File: src/rtl/ep_buf_pkg.sv
package ep_buf_pkg;

    typedef struct packed {
        logic [1:0] full;
        logic       fill_ptr;
        logic       drain_ptr;
    } ep_state_t;

    typedef struct packed {
        logic fill;
        logic drain;
        logic clear;
    } ep_req_t;

    function automatic logic report_full(ep_state_t s, logic is_in, logic dbl);
        if (!dbl) return s.full[0];
        return is_in ? (&s.full) : (|s.full);
    endfunction

    function automatic logic next_ptr(logic p, logic dbl);
        return dbl ? ~p : 1'b0;
    endfunction

endpackage

File: src/rtl/ep_event_decode.sv
module ep_event_decode
    import ep_buf_pkg::*;
#(
    parameter int EPW = 2,
    parameter int IDX = 0
) (
    input  logic [EPW-1:0] sel_ep_i,
    input  logic [EPW-1:0] usb_ep_i,
    input  logic           is_in_i,
    input  logic           sw_validate_i,
    input  logic           usb_tx_ack_i,
    input  logic           usb_rx_ack_i,
    input  logic           rd_done_i,
    input  logic           clr_buf_i,
    output ep_req_t        req_o
);
    localparam logic [EPW-1:0] MY_EP = IDX[EPW-1:0];

    logic sw_hit;
    logic usb_hit;

    always_comb begin
        sw_hit      = (sel_ep_i == MY_EP);
        usb_hit     = (usb_ep_i == MY_EP);
        req_o.fill  = is_in_i ? (sw_validate_i & sw_hit) : (usb_rx_ack_i & usb_hit);
        req_o.drain = is_in_i ? (usb_tx_ack_i & usb_hit) : (rd_done_i & sw_hit);
        req_o.clear = ~is_in_i & clr_buf_i & sw_hit;
    end
endmodule

File: src/rtl/ep_buf_slot.sv
module ep_buf_slot
    import ep_buf_pkg::*;
(
    input  logic      clk_i,
    input  logic      rst_i,
    input  logic      bus_rst_i,
    input  logic      dbl_i,
    input  ep_req_t   req_i,
    output ep_state_t state_o,
    output logic      err_o
);
    ep_state_t st_q;
    ep_state_t st_d;
    logic      can_fill;
    logic      can_drain;
    logic      do_fill;
    logic      do_drain;

    always_comb begin
        can_fill  = ~st_q.full[st_q.fill_ptr];
        can_drain = st_q.full[st_q.drain_ptr];
        do_fill   = req_i.fill & can_fill;
        do_drain  = (req_i.drain | req_i.clear) & can_drain;
        err_o     = (req_i.fill & ~can_fill) | (req_i.drain & ~can_drain);
        st_d      = st_q;
        if (do_drain) begin
            st_d.full[st_q.drain_ptr] = 1'b0;
            st_d.drain_ptr            = next_ptr(st_q.drain_ptr, dbl_i);
        end
        if (do_fill) begin
            st_d.full[st_q.fill_ptr] = 1'b1;
            st_d.fill_ptr            = next_ptr(st_q.fill_ptr, dbl_i);
        end
    end

    always_ff @(posedge clk_i) begin
        if (rst_i || bus_rst_i) st_q <= '0;
        else                    st_q <= st_d;
    end

    assign state_o = st_q;
endmodule

File: src/rtl/ep_buf_status.sv
module ep_buf_status
    import ep_buf_pkg::*;
#(
    parameter  int NUM_EP = 4,
    localparam int EPW    = (NUM_EP > 1) ? $clog2(NUM_EP) : 1
) (
    input  logic              clk_i,
    input  logic              rst_i,
    input  logic              bus_rst_i,
    input  logic [EPW-1:0]    sel_ep_i,
    input  logic [EPW-1:0]    usb_ep_i,
    input  logic [NUM_EP-1:0] ep_is_in_i,
    input  logic [NUM_EP-1:0] ep_dbl_i,
    input  logic              sw_validate_i,
    input  logic              usb_tx_ack_i,
    input  logic              usb_rx_ack_i,
    input  logic              rd_done_i,
    input  logic              clr_buf_i,
    output logic              buf_full_o,
    output logic              fill_ptr_o,
    output logic              drain_ptr_o,
    output logic              err_o
);
    ep_state_t         ep_st  [NUM_EP];
    ep_req_t           ep_req [NUM_EP];
    logic [NUM_EP-1:0] ep_err;
    logic              err_q;

    for (genvar g = 0; g < NUM_EP; g++) begin : g_ep
        ep_event_decode #(.EPW(EPW), .IDX(g)) u_dec (
            .sel_ep_i      (sel_ep_i),
            .usb_ep_i      (usb_ep_i),
            .is_in_i       (ep_is_in_i[g]),
            .sw_validate_i (sw_validate_i),
            .usb_tx_ack_i  (usb_tx_ack_i),
            .usb_rx_ack_i  (usb_rx_ack_i),
            .rd_done_i     (rd_done_i),
            .clr_buf_i     (clr_buf_i),
            .req_o         (ep_req[g])
        );
        ep_buf_slot u_slot (
            .clk_i     (clk_i),
            .rst_i     (rst_i),
            .bus_rst_i (bus_rst_i),
            .dbl_i     (ep_dbl_i[g]),
            .req_i     (ep_req[g]),
            .state_o   (ep_st[g]),
            .err_o     (ep_err[g])
        );
    end

    always_ff @(posedge clk_i) begin
        if (rst_i) err_q <= 1'b0;
        else       err_q <= (|ep_err) & ~bus_rst_i;
    end

    always_comb begin
        buf_full_o  = report_full(ep_st[sel_ep_i], ep_is_in_i[sel_ep_i], ep_dbl_i[sel_ep_i]);
        fill_ptr_o  = ep_st[sel_ep_i].fill_ptr;
        drain_ptr_o = ep_st[sel_ep_i].drain_ptr;
        err_o       = err_q;
    end
endmodule

File: config.mk
export PLATFORM = sky130hd
export DESIGN_NAME = ep_buf_status
export DESIGN_NICKNAME = d
export VERILOG_FILES = /design/src/rtl/ep_buf_pkg.sv /design/src/rtl/ep_event_decode.sv /design/src/rtl/ep_buf_slot.sv /design/src/rtl/ep_buf_status.sv
export SDC_FILE = /design/constraint.sdc
export NUM_CORES = 1
export LEC_CHECK = 0
export BUFFER_PORTS_ARGS = -buffer_cell sky130_fd_sc_hd__buf_4
export CAP_MARGIN = 10
export CORE_MARGIN = 3
export CORE_UTILIZATION = 58
export DETAILED_ROUTE_END_ITERATION = 8
export PLACE_DENSITY = 0.84
export SYNTH_ARGS = -nofsm -noshare
export SYNTH_HDL_FRONTEND = slang
export SYNTH_SLANG_ARGS = --single-unit
export TNS_END_PERCENT = 30
File: constraint.sdc
create_clock -name clk_i -period 4.1 [get_ports clk_i]
set_input_delay 0.41 -clock clk_i [delete_from_list [all_inputs] [get_ports clk_i]]
set_output_delay 0.41 -clock clk_i [all_outputs]
set_load 0.01 [all_outputs]
==> out/summary.txt <==
antenna-violating nets left: 0
Synth Area in Adders: 0%
IO buf count: 23
final worst-path cycle share: 47.8%
die height: 51.4 um
RSZ-0062 raised after global routing: false
FF-to-FF setup slack: 2.53 ns
Yosys top cell by area: dfxtp_1
crit path capture type: output port
wire per inst: 18.0 um
multiplexer area fraction after synthesis: 15.7%
final instance area: 1400 um^2
Hold Path Cell Cnt: 3
GRT overflow: 0
num ports: 24
Final Max Slew Viols: 0
WS Path Type: flip-flop to output port
Worst Setup Start Kind: flip-flop
clk_skew: 0.0130 ns
HP Class: input pin to flip-flop
Yosys cell types: 46
vias in the first global route: 1087
clock latency on the worst-skew pair: 0.31 ns
sequential fraction of the synthesis area: 28.5%
drt first pass iters: 4
Final setup viols: 0
Post-Synth Simple-Gate Area: 26.5%
PostCTS Resize Cnt: 0
final WL: 3.25 mm
# fillers: 154
largest net degree at the start of global routing: 16
Hold EP: g_ep[1].u_slot.state_o[1]$_SDFFE_PP0P_
placeable core area: 1840 um^2
Synth Area in Compound Gates: 24.6%
CTS sink count: 17
TNS Setup: 0 ns
die area: 2640 um^2
Leak: 0.485 nW
highest clock rate: 510 MHz
outcome: finished clean
Post-Synth XOR/XNOR Area: 0%
CP max FO: 5
DP HPWL: 2.49 mm
drt drc: 0
CTS clk-pin slew, worst paths: 0.11 ns
warnings from Yosys: 0
Worst R2R Path Depth: 4
Gate Count Post-Synth: 133
vias per std cell: 6.81
Hold Startpoint: rst_i
# rows: 15
reg2reg end: err_o$_SDFF_PP0_
vias: 1233
final hold vios: 0
R2R Path Start: g_ep[1].u_slot.state_o[1]$_SDFFE_PP0P_
Period minus WS final: 1.96 ns
number of synthesized register bits: 17
CTS Hold Bufs: 0
Synth Flop Type: dfxtp_1
Non-Filler Instances: 181
Post-synth top cells: a21oi_1 (17), dfxtp_1 (17), inv_1 (8)
violation count after the first detailed-route iteration: 51
Fin Hold WS: 0.376 ns
Worst VDD drop: 0.212 mV
Synth area leaders: dfxtp_1 (28%), mux4_2 (11%), a21oi_1 (7.1%)
Worst Tran Pin Value: 0.539 ns
layout cells sized above 1: 24.4%
worst slack, placed: 2.16 ns
antenna violations before repair: 0
power density over cell area: 235 nW/um^2
starting density of the core: 65.0%
syn nets: 153
clock root cell: clkbuf_4
cell area after placement: 1380 um^2
Die W: 51.4 um
post-synth top area share: 28.5%
CTS Buffer Depth: 2
Layout Area Growth over Synthesis: 17.5%
main combinational cell family by area after synthesis: simple AND/OR/NAND/NOR gates
Final #Nets: 177
post-CTS setup-driven buffer insertion count: 0
Max-Slew Margin vs Limit: 63.6%
GP Congestion: 0.937
post-synthesis async set-or-reset flop share: 0%
Arr. time, crit path: 1.55 ns
first-pass GRT wire length: 5.10 mm
setup slack after layout: 2.14 ns
Max-Cap Viols: 0
Post-synth EDFFs: 0
antenna diode count: 0
H-Tree Level Count: 1
gr usage total: 26.1%
CTS buffer count: 3
CP required: 3.69 ns
dpl cells: 177
Mapped Area: 1190 um^2
syn avg cell area: 8.98 um^2
TritonCTS clock tree: yes
-- logic make-up (layout without fill, tap and decap cells) --
kind of cell           Yosys count  after routing
AOI/OAI and AO/OA               44             44
buffers and inverters           13             36
DFF                             17             17
muxes                           11             11
and+or+nand+nor                 48             48
-- cell type report --
cell class | count | area [um^2] | area share, %
tap | 25 | 31.3 | 2.23
clock inverter | 1 | 5.00 | 0.357
clock buffer | 3 | 22.5 | 1.60
inverter | 9 | 33.8 | 2.41
multi-input combinational | 103 | 798 | 56.9
timing repair buffer | 23 | 173 | 12.3
sequential | 17 | 340 | 24.2
-- worst max-delay path by stage --
stage / startpoint / end / slack, ns
after floorplan: sel_ep_i[1] / buf_full_o / 2.40
after detailed placement: sel_ep_i[0] / buf_full_o / 2.16
final: g_ep[3].u_slot.state_o[3]$_SDFF_PP0_ / buf_full_o / 2.14
after global routing: g_ep[3].u_slot.state_o[3]$_SDFF_PP0_ / buf_full_o / 2.05
after global placement: sel_ep_i[0] / buf_full_o / 2.18
after CTS: g_ep[3].u_slot.state_o[3]$_SDFF_PP0_ / buf_full_o / 2.15
-- power breakdown --
group / switching [mW] / leakage [nW] / internal (mW) / total, mW
sequential: 0.00295 / 0.137 / 0.167 / 0.170
combinational: 0.0333 / 0.330 / 0.0315 / 0.0648
clock: 0.0589 / 0.0177 / 0.0364 / 0.0953
-- routing by layer --
| metal | up-vias | wire length, um | global-route usage, % |
|---|---|---|---|
| li1 | 575 | - | - |
| met1 | 573 | 1340 | 33.7 |
| met2 | 75 | 1510 | 40.3 |
| met3 | 10 | 308 | 5.25 |
| met4 | 0 | 88 | 14.4 |
| met5 | - | 0 | 0 |
-- layout by cell type (no fill, tap or decap), types with 2 or more instances in the layout --
cell type	instances
a21oi_1	17
a311oi_1	4
a31oi_1	5
and2_1	3
and4b_1	2
buf_4	23
clkbuf_4	3
dfxtp_1	17
inv_1	8
mux2i_1	3
mux4_2	6
nand2_1	6
nand2b_1	2
nand3b_1	2
nand4_1	2
nand4b_1	4
nor2_1	6
nor3_1	6
nor3b_1	2
o21ai_0	3
o21ai_1	2
o221a_1	2
o31ai_1	2
or2_1	3
-- stage by stage --
stage               util, %  power, mW
finish                 76.3      0.330
global route           76.3      0.343
CTS                    76.3      0.328
detailed placement     74.8      0.237
global placement       74.8      0.235
floorplan                 -      0.208
-- flip-flops by register name, indices dropped and copies added, names as in the netlist --
register and count:
err_o 1, g_ep.u_slot.state_o 16
-- critical path: stages (launching register included) --
cell and delay, ns:
dfxtp_1 0.38, mux4_2 0.51, o21ai_1 0.14, a21oi_1 0.08, buf_4 0.14
(Power assumes the default switching activity.)
